===== src/rtl/dma_arb_pkg.sv =====
package dma_arb_pkg;

    typedef enum logic [2:0] {
        OP_CTRL     = 3'd0,
        OP_MASK_ONE = 3'd1,
        OP_MASK_ALL = 3'd2,
        OP_MASK_CLR = 3'd3,
        OP_SWREQ    = 3'd4,
        OP_MCLR     = 3'd5,
        OP_AUTOINIT = 3'd6,
        OP_NOP      = 3'd7
    } cfg_op_e;

    typedef enum logic [1:0] {
        ST_IDLE  = 2'd0,
        ST_HOLD  = 2'd1,
        ST_SERVE = 2'd2
    } arb_state_e;

    typedef struct packed {
        logic dack_hi;
        logic dreq_lo;
        logic halt;
        logic rotate;
    } ctrl_t;

endpackage


===== src/rtl/dma_arb_regs.sv =====
module dma_arb_regs
    import dma_arb_pkg::*;
#(
    parameter int NCH = 4,
    parameter int CW  = $clog2(NCH)
) (
    input  logic           clk,
    input  logic           rst_n,
    input  logic           cfg_wr,
    input  logic [2:0]     cfg_op,
    input  logic [7:0]     cfg_data,
    input  logic           term_v,
    input  logic [CW-1:0]  term_ch,
    output ctrl_t          ctrl,
    output logic [NCH-1:0] mask,
    output logic [NCH-1:0] swreq,
    output logic           mclr
);

    logic [NCH-1:0] autoinit;
    cfg_op_e        op;
    logic [CW-1:0]  sel_ch;
    logic           sel_bit;

    always_comb begin
        op      = cfg_op_e'(cfg_op);
        sel_ch  = cfg_data[CW-1:0];
        sel_bit = cfg_data[CW];
        mclr    = cfg_wr && (op == OP_MCLR);
    end

    always_ff @(posedge clk or negedge rst_n) begin
        if (!rst_n) begin
            ctrl     <= '0;
            mask     <= '1;
            swreq    <= '0;
            autoinit <= '0;
        end else begin
            if (term_v) begin
                swreq[term_ch] <= 1'b0;
                if (!autoinit[term_ch])
                    mask[term_ch] <= 1'b1;
            end
            if (cfg_wr) begin
                unique case (op)
                    OP_CTRL:     ctrl <= ctrl_t'(cfg_data[3:0]);
                    OP_MASK_ONE: mask[sel_ch] <= sel_bit;
                    OP_MASK_ALL: mask <= cfg_data[NCH-1:0];
                    OP_MASK_CLR: mask <= '0;
                    OP_SWREQ:    swreq[sel_ch] <= sel_bit;
                    OP_MCLR: begin
                        ctrl  <= '0;
                        mask  <= '1;
                        swreq <= '0;
                    end
                    OP_AUTOINIT: autoinit[sel_ch] <= sel_bit;
                    default: ;
                endcase
            end
        end
    end

    AST_TERM_CLEARS_REQ: assert property (@(posedge clk) disable iff (!rst_n)
        (term_v && !cfg_wr) |=> !swreq[$past(term_ch)]);
    AST_TERM_MASKS: assert property (@(posedge clk) disable iff (!rst_n)
        (term_v && !cfg_wr && !autoinit[term_ch]) |=> mask[$past(term_ch)]);
    AST_MCLR_MASKS_ALL: assert property (@(posedge clk) disable iff (!rst_n)
        mclr |=> (mask == '1 && swreq == '0));

endmodule


===== src/rtl/dma_arb_prio.sv =====
module dma_arb_prio #(
    parameter int NCH = 4,
    parameter int CW  = $clog2(NCH)
) (
    input  logic           clk,
    input  logic           rst_n,
    input  logic [NCH-1:0] pend,
    input  logic           rotate,
    input  logic [CW-1:0]  last,
    output logic           any,
    output logic [CW-1:0]  win
);

    // NCH is a power of two so the index wraps in CW bits.
    logic [CW-1:0] base;
    logic [CW-1:0] idx;
    logic          found;

    always_comb begin
        base  = rotate ? CW'(last + 1'b1) : '0;
        any   = |pend;
        win   = '0;
        found = 1'b0;
        idx   = '0;
        for (int i = 0; i < NCH; i++) begin
            idx = CW'(base + CW'(i));
            if (!found && pend[idx]) begin
                win   = idx;
                found = 1'b1;
            end
        end
    end

    AST_WIN_IS_PENDING: assert property (@(posedge clk) disable iff (!rst_n)
        any |-> pend[win]);
    AST_FIXED_ZERO_FIRST: assert property (@(posedge clk) disable iff (!rst_n)
        (!rotate && pend[0]) |-> (win == '0));
    AST_ROT_NEXT_FIRST: assert property (@(posedge clk) disable iff (!rst_n)
        (rotate && pend[CW'(last + 1'b1)]) |-> (win == CW'(last + 1'b1)));

endmodule


===== src/rtl/dma_arb_fsm.sv =====
module dma_arb_fsm
    import dma_arb_pkg::*;
#(
    parameter int NCH = 4,
    parameter int CW  = $clog2(NCH)
) (
    input  logic          clk,
    input  logic          rst_n,
    input  logic          mclr,
    input  logic          enable,
    input  logic          any,
    input  logic [CW-1:0] win,
    input  logic          hlda,
    input  logic          svc_end,
    output logic          hrq,
    output logic          serving,
    output logic [CW-1:0] grant,
    output logic [CW-1:0] last
);

    arb_state_e state, nxt;

    always_ff @(posedge clk or negedge rst_n) begin
        if (!rst_n) state <= ST_IDLE;
        else        state <= nxt;
    end

    always_comb begin
        nxt = state;
        if (mclr) begin
            nxt = ST_IDLE;
        end else begin
            unique case (state)
                ST_IDLE:  if (enable && any) nxt = ST_HOLD;
                ST_HOLD:  if (hlda)          nxt = ST_SERVE;
                ST_SERVE: if (svc_end)       nxt = ST_IDLE;
                default:                     nxt = ST_IDLE;
            endcase
        end
    end

    always_ff @(posedge clk or negedge rst_n) begin
        if (!rst_n) begin
            grant <= '0;
            last  <= CW'(NCH - 1);
        end else if (mclr) begin
            last  <= CW'(NCH - 1);
        end else begin
            if (state == ST_IDLE && nxt == ST_HOLD)
                grant <= win;
            if (state == ST_SERVE && svc_end)
                last <= grant;
        end
    end

    always_comb begin
        hrq     = (state != ST_IDLE);
        serving = (state == ST_SERVE);
    end

    AST_ACK_AFTER_HLDA: assert property (@(posedge clk) disable iff (!rst_n)
        $rose(state == ST_SERVE) |-> $past(hlda));
    AST_SERVE_UNTIL_END: assert property (@(posedge clk) disable iff (!rst_n)
        (state == ST_SERVE && !svc_end && !mclr) |=> (state == ST_SERVE));
    AST_GRANT_HELD: assert property (@(posedge clk) disable iff (!rst_n)
        (state == ST_SERVE && $past(state == ST_SERVE)) |-> $stable(grant));
    AST_HALT_STAYS_IDLE: assert property (@(posedge clk) disable iff (!rst_n)
        (state == ST_IDLE && !enable) |=> (state == ST_IDLE));

endmodule


===== src/rtl/dma_req_arbiter.sv =====
module dma_req_arbiter
    import dma_arb_pkg::*;
#(
    parameter int NCH = 4,
    localparam int CW = $clog2(NCH)
) (
    input  logic           clk,
    input  logic           rst_n,
    input  logic           cfg_wr,
    input  logic [2:0]     cfg_op,
    input  logic [7:0]     cfg_data,
    input  logic [NCH-1:0] dreq_pin,
    input  logic           hlda,
    input  logic           svc_end,
    input  logic           svc_term,
    output logic           hrq,
    output logic [NCH-1:0] dack_pin,
    output logic           grant_vld,
    output logic [CW-1:0]  grant_ch,
    output logic [NCH-1:0] req_status
);

    ctrl_t          ctrl;
    logic [NCH-1:0] mask, swreq, dreq_act, pend;
    logic           mclr, any, serving, term_v;
    logic [CW-1:0]  win, grant, last;

    always_comb begin
        dreq_act = dreq_pin ^ {NCH{ctrl.dreq_lo}};
        pend     = (dreq_act & ~mask) | swreq;
        term_v   = serving && svc_end && svc_term;
    end

    dma_arb_regs #(.NCH(NCH), .CW(CW)) u_regs (
        .clk(clk), .rst_n(rst_n), .cfg_wr(cfg_wr), .cfg_op(cfg_op),
        .cfg_data(cfg_data), .term_v(term_v), .term_ch(grant),
        .ctrl(ctrl), .mask(mask), .swreq(swreq), .mclr(mclr)
    );

    dma_arb_prio #(.NCH(NCH), .CW(CW)) u_prio (
        .clk(clk), .rst_n(rst_n), .pend(pend), .rotate(ctrl.rotate),
        .last(last), .any(any), .win(win)
    );

    dma_arb_fsm #(.NCH(NCH), .CW(CW)) u_fsm (
        .clk(clk), .rst_n(rst_n), .mclr(mclr), .enable(!ctrl.halt),
        .any(any), .win(win), .hlda(hlda), .svc_end(svc_end),
        .hrq(hrq), .serving(serving), .grant(grant), .last(last)
    );

    for (genvar g = 0; g < NCH; g++) begin : g_dack
        assign dack_pin[g] = ~((serving && grant == CW'(g)) ^ ctrl.dack_hi);
    end

    assign grant_vld  = serving;
    assign grant_ch   = grant;
    assign req_status = pend;

    AST_ONE_ACK: assert property (@(posedge clk) disable iff (!rst_n)
        $onehot0(dack_pin ^ {NCH{!ctrl.dack_hi}}));
    AST_ACK_NEEDS_HRQ: assert property (@(posedge clk) disable iff (!rst_n)
        grant_vld |-> hrq);

endmodule


===== config.mk =====
export PLATFORM = sky130hd
export DESIGN_NAME = dma_req_arbiter
export DESIGN_NICKNAME = d
export VERILOG_FILES = /design/src/rtl/dma_arb_pkg.sv /design/src/rtl/dma_arb_regs.sv /design/src/rtl/dma_arb_prio.sv /design/src/rtl/dma_arb_fsm.sv /design/src/rtl/dma_req_arbiter.sv
export SDC_FILE = /design/constraint.sdc
export NUM_CORES = 1
export LEC_CHECK = 0
export BUFFER_PORTS_ARGS = -buffer_cell sky130_fd_sc_hd__buf_4
export CAP_MARGIN = 20
export CORE_ASPECT_RATIO = 0.6
export CORE_UTILIZATION = 30
export CTS_BUF_LIST = sky130_fd_sc_hd__clkbuf_4 sky130_fd_sc_hd__clkbuf_8 sky130_fd_sc_hd__clkbuf_16
export DETAILED_ROUTE_END_ITERATION = 10
export SYNTH_ARGS = -nofsm -noshare
export SYNTH_HDL_FRONTEND = slang
export SYNTH_HIERARCHICAL = 1
export SYNTH_SLANG_ARGS = --single-unit

===== constraint.sdc =====
create_clock -name clk -period 2 [get_ports clk]
set_input_delay 0.2 -clock clk [delete_from_list [all_inputs] [get_ports clk]]
set_output_delay 0.2 -clock clk [all_outputs]
set_load 0.1 [all_outputs]

Word-level counts from Yosys, hierarchy flattened

Cells that the tools add are included.

Flip-flop bits (word level): 22
Input port bits: 21
Output and inout port bits: 12
Logic and storage cells: 118

Add/subtract/negate cells: 4
Magnitude comparators: 8
Eq/ne operators: 12
Mux-type cells: 40
Bitwise logic cells: 16
Reductions and logical operators: 28

Operators by type and width:

| cell                                                              | number |
|---|---|
| two-way mux 2 bit                                                 | 11 |
| two-way mux 4 bit                                                 | 5 |
| less-than comparator 2 x 3 -> 1 bit, second input constant        | 6 |
| one-hot mux 4 bit (2 select lines)                                | 2 |
| one-hot mux 4 bit (4 select lines)                                | 1 |
| logical AND 1 bit                                                 | 14 |
| bitwise mux 4 bit                                                 | 3 |
| binary-select mux 1 bit (select 2 bit)                            | 5 |
| two-way mux 1 bit                                                 | 10 |
| == test 3 bit, second input constant                              | 3 |
| AND 4 bit                                                         | 2 |
| NOT 4 bit                                                         | 2 |
| OR 4 bit                                                          | 2 |
| == test 2 x 1 -> 1 bit, second input constant                     | 3 |
| == test 2 bit, second input constant                              | 3 |
| == test 3 x 2 -> 1 bit, second input constant                     | 2 |
| one-hot mux 2 bit (3 select lines)                                | 1 |
| AND reduction 2 bit                                               | 3 |
| nonzero test 2 bit                                                | 3 |
| NOT 1 bit                                                         | 5 |
| adder 2 x 1 -> 2 bit, second input constant                       | 2 |
| adder 2 bit, second input constant                                | 2 |
| demux 1 bit (select 2 bit)                                        | 2 |
| greater-or-equal comparator 2 x 1 -> 1 bit, second input constant | 2 |
| 7 further kinds                                                   | 14 |

Logic depth before layout (Yosys ltp)

Depth after elaboration: 15
Depth in mapped cells: 10
Mapped depth without buffers: 8

Modules after synthesis

The synthesis kept the hierarchy.

Modules (own cells, without submodules):

| module          | instances | cells an instance | area each (um^2) | sequential area each (um^2) |
|---|---|---|---|---|
| dma_arb_regs    | 1         | 107               | 992.2            | 405.4 |
| dma_arb_prio    | 1         | 50                | 329.1            | 0.0 |
| dma_arb_fsm     | 1         | 22                | 287.8            | 152.6 |
| dma_req_arbiter | 1         | 19                | 148.9            | 0.0 |

Least setup slack after synthesis

OpenSTA, ideal clock, no wires.

Path type: register to output
Start point: register u_fsm.state[1]
End point: output dack_pin[3]
Arrival time: 3680 ps
Data required time: 1800 ps
Slack: -1880 ps
Stages on the path, launching flop included: 4
Path buffers: 0
Cells stage by stage: dfrtp_1 -> nor2b_1 -> nand3_1 -> xor2_1

Longest elaborated chain between the ends: 4

Ends and longest elaborated chain:

| what                   | RTL line              | text |
|---|---|---|
| start, declared        | dma_arb_fsm.sv:21     | `arb_state_e state, nxt;` |
| start signal, assigned | dma_arb_fsm.sv:25     | `else state <= nxt;` |
| == test 2 bit          | dma_arb_fsm.sv:58     | `serving = (state == ST_SERVE);` |
| net grant_vld          | dma_req_arbiter.sv:18 | `output logic grant_vld,` |
| logical AND 1 bit      | dma_req_arbiter.sv:52 | `assign dack_pin[g] = ~((serving && grant == CW'(g)) ^ ctrl.dack_hi);` |
| XOR 1 bit              | dma_req_arbiter.sv:52 |  |
| NOT 1 bit              | dma_req_arbiter.sv:52 |  |
| end, declared          | dma_req_arbiter.sv:17 | `output logic [NCH-1:0] dack_pin,` |

The timed path passes the listed nets, and every way through them passes these cells.

Worst setup path after layout

Start point: register, netlist name u_regs/ctrl[2]
End point: register u_fsm.grant[1]

Longest elaborated chain between the ends: 15
Elaborated cells on any way between the ends: 32
Those cells by class: eq/ne: 1; mux: 18; bitwise: 3; reduce/logical: 10

Ends and longest elaborated chain:

| what                                    | RTL line              | text |
|---|---|---|
| XOR 4 bit *                             | dma_req_arbiter.sv:29 | `dreq_act = dreq_pin ^ {NCH{ctrl.dreq_lo}};` |
| AND 4 bit *                             | dma_req_arbiter.sv:30 | `pend = (dreq_act & ~mask) \| swreq;` |
| OR 4 bit *                              | dma_req_arbiter.sv:30 |  |
| binary-select mux 1 bit (select 2 bit)  | dma_arb_prio.sv:27    | `if (!found && pend[idx]) begin` |
| two-way mux 1 bit (not written as such) | dma_arb_prio.sv:27    |  |
| two-way mux 1 bit                       | dma_arb_prio.sv:27    |  |
| logical NOT 1 bit                       | dma_arb_prio.sv:27    |  |
| logical AND 1 bit                       | dma_arb_prio.sv:27    |  |
| two-way mux 1 bit                       | dma_arb_prio.sv:27    |  |
| logical NOT 1 bit                       | dma_arb_prio.sv:27    |  |
| logical AND 1 bit                       | dma_arb_prio.sv:27    |  |
| two-way mux 1 bit                       | dma_arb_prio.sv:27    |  |
| logical NOT 1 bit                       | dma_arb_prio.sv:27    |  |
| logical AND 1 bit                       | dma_arb_prio.sv:27    |  |
| two-way mux 2 bit *                     | dma_arb_prio.sv:27    |  |
| net win[1]                              | dma_req_arbiter.sv:26 | `logic [CW-1:0] win, grant, last;` |
| end signal, assigned                    | dma_arb_fsm.sv:50     | `grant <= win;` |
| end, declared                           | dma_arb_fsm.sv:17     | `output logic [CW-1:0] grant,` |

The timed path passes the listed nets; every way through them passes the cells marked *. The select of a mux whose other input is x is not followed.
A chain may end at the register's enable or synchronous reset.

==> flow_summary_export.csv <==
group,metric,value,unit
status,status,"finished with violations",
status,violations,"negative setup slack",
setup_path,critPathArrivalTime,2.32,ns
finish,antenna_cells,0,
place,portBuffers,28,
logic_synthesis,mappedNetlistArea,1758,µm²
pwr,vdd_drop_max,0.7664,mV
pwr,p_per_area,1375,nW/µm²
routing,drc,0,
timing,slew_headroom,76.63,%
logic_synthesis,seq_area_frac_synth,31.74,%
place,dp_cells,313,
timing,worst_pin_slew,0.3505,ns
timing,maxSlewViolCount,0,
place,detailed_place.area,2352,µm²
clocking,cts_max_path_buffers,2,
setup_path,crit_chain,"xnor2_2 > o21bai_4 > nor3b_2 > o21ai_1 > a222oi_1 > mux2i_1 > a21boi_1 > mux2_4",
grt,grt_first_pass_wirelength,8245,µm
routing,ant_nets,0,
timing,finalCritPeriodShare,106.1,%
floorplan,rows,21,
finish,fin_nets,264,
finish,final_common_cell,"buf_4",
setup_path,path_max_fanout,5,
timing,setup_violations,2,
finish,final_cell_count_no_fill,321,
logic_synthesis,syn_area_per_cell,8.878,µm²
routing,drt_iter0_drc,133,
finish,drive_gt1_share,44.81,%
place,hpwl,4027,µm
routing,vias_per_cell,5.181,
setup_path,setup.worst_path.start_class,"register",
grt,antenna_found_initial,0,
clocking,cts-root-buf,"clkbuf_8",
logic_synthesis,async_flop_share,100.0,%
logic_synthesis,ys.flop_type,"dfrtp_1",
routing,vias,1663,
clocking,numCtsBuffers,3,
routing,first_pass_iters,4,
pwr,p_leak,1.025,nW
logic_synthesis,syn_nets,219,
clocking,clk_latency,0.26,ns
finish,fin_area,2517,µm²
flow_run,maxCapViolCount,0,
floorplan,ioPinCount,33,
grt,gr-total-overflow,0,
timing,fin_hold_ws,0.2084,ns
setup_path,critPathKind,"register to register",
floorplan,floorplan.initialDensity,31.26,%
setup_path,cp_slowest_stage_delay,0.50,ns
grt,grt_pass1_vias,1486,
floorplan,fp.dieW,100.8,µm
timing,rsz0062_at_grt,"true",
timing,max_freq,471.1,MHz
timing,layout_min_cycle_time,2.123,ns
setup_path,crit_slowest_cell,"dfrtp_2",
grt,grt_util_all_layers,17.97,%
setup_path,cp.required,2.20,ns
setup_path,path_delay_family,"compound AO/OA/AOI/OAI gates",
finish,multi_input_area,1368,µm²
floorplan,die_area,6180,µm²
place,gp_congestion,0.8424,
floorplan,core,5623,µm²
finish,seqCellArea,561.8,µm²
logic_synthesis,synth.distinct_cells,50,
timing,fin_worst_skew,0.004007,ns
hold_path,worstHoldPathType,"primary input to register",
finish,fill_cells,572,
timing,hold_viol_final,0,
clocking,clk_pin_slew,0.08,ns
clocking,h-tree-depth,1,
grt,grt_max_degree,23,
clocking,cts_tree,"done",
logic_synthesis,syn_inst,198,
logic_synthesis,synth_seq_cells,22,
logic_synthesis,yosysWarnings,6,
timing,fin_ws,-0.1228,ns
setup_path,crit_path_end_kind,"register",
clocking,cts_sinks,22,
routing,wl_per_cell,16.14,µm
routing,routed_wirelength,5180,µm
floorplan,die_height,61.30,µm
finish,final_cell_mix,"43 x buf_4, 15 x o21ai_0, 13 x dfrtp_1",
setup_path,path_buf_inv,0,
logic_synthesis,synth_edf_count,0,
finish,syn_to_final_growth,43.20,%
-- sequential cells by signal, indices dropped and copies added, names as in the netlist --
| register | flops |
|---|---|
| u_regs/autoinit | 4 |
| u_regs/ctrl | 4 |
| u_regs/mask | 4 |
| u_regs/swreq | 4 |
| u_fsm/grant | 2 |
| u_fsm/last | 2 |
| u_fsm/state | 2 |
-- kinds of logic (layout without fill, tap and decap cells) --
logic type | count (synthesis) | after routing | share of synthesized area, %
AND/OR/NAND/NOR | 71 | 71 | 25.55
AO/OA/AOI/OAI | 69 | 69 | 27.83
flip-flops | 22 | 22 | 31.74
buffers and inverters | 18 | 61 | 4.910
multiplexers | 10 | 10 | 5.979
XOR/XNOR | 8 | 8 | 3.986
-- area by class of cell --
class | count | area share (%)
Multi-Input combinational cell | 158 | 54.32
Timing Repair Buffer | 51 | 16.70
Inverter | 7 | 1.044
Clock buffer | 3 | 1.640
Tap cell | 80 | 3.976
Sequential cell | 22 | 22.32
-- cells in the mapped netlist (3+ instances only) --
master,count,area (µm²)
o21bai_1,4,30.03
xnor2_1,5,43.79
o211ai_1,7,52.55
o31ai_1,4,30.03
nand2_1,13,48.80
nand3b_1,6,45.04
or2_2,3,18.77
nor2_1,9,33.78
nand2b_1,11,68.82
a21oi_1,8,40.04
dfstp_2,6,157.7
inv_1,6,22.52
buf_2,9,45.04
nor2b_1,7,43.79
dfrtp_1,16,400.4
a22oi_1,6,45.04
o21a_1,3,22.52
mux2i_1,6,60.06
nor3_1,3,15.01
nand3_1,5,25.02
o21ai_0,16,80.08
xor2_1,3,26.28
a211oi_1,5,37.54
-- report_power, final --
part           total, mW  internal (mW)  switching, mW
clock              0.279          0.135          0.144
sequential         0.831          0.597          0.234
combinational       2.35          0.931           1.42
total               3.46           1.66           1.80
-- worst reg2reg max path, stage by stage, from the launching register on --
cell and delay, ns:
dfrtp_2 0.50, xnor2_2 0.21, o21bai_4 0.12, nor3b_2 0.17, o21ai_1 0.09, a222oi_1 0.37
mux2i_1 0.24, a21boi_1 0.20, mux2_4 0.16
-- stage by stage --
| step | util (%) | total power, mW | setup TNS [ns] | worst slack, ns |
|---|---|---|---|---|
| floorplan | - | 2.474 | -1.455 | -0.4113 |
| global placement | 41.83 | 3.011 | -0.5207 | -0.2925 |
| detailed placement | 41.83 | 3.017 | -0.3840 | -0.2192 |
| CTS | 43.59 | 3.383 | -0.1740 | -0.1425 |
| global route | 44.77 | 3.659 | -0.4348 | -0.2476 |
| finish | 44.77 | 3.463 | -0.1363 | -0.1228 |
-- layer usage --
metal  up-vias  track usage, %  routed length (µm)
met5         -               0                   0
met2        65           24.66                2057
met1       778           28.87                2650
met3         2           3.292                 458
li1        818               -                   -
met4         0           3.106                  14
-- path summary, 6_finish.rpt --
kind	startpoint	end	slack, ns	depth (start not counted)
worst max-delay path	u_regs/ctrl[2]	u_fsm/grant[1]	-0.12	8
worst min-delay path	cfg_op[2]	u_regs/ctrl[1]	0.21	2
worst max register to register	u_regs/ctrl[2]	u_fsm/grant[1]	-0.12	8
worst min register to register	u_regs/ctrl[1]	u_regs/ctrl[1]	0.52	2
max in group asynchronous	rst_n	u_regs/mask[0]	1.35	2
min in group asynchronous	rst_n	u_regs/ctrl[1]	0.36	2
-- timing repair --
action                     CTS  global route
hold buffers                 1             0
buffers inserted             2             3
pin swaps                    5             8
setup endpoints to repair    4             8
hold endpoints to repair    16             0
gates resized for setup     10            11
Power figures use the tool's default switching activity.
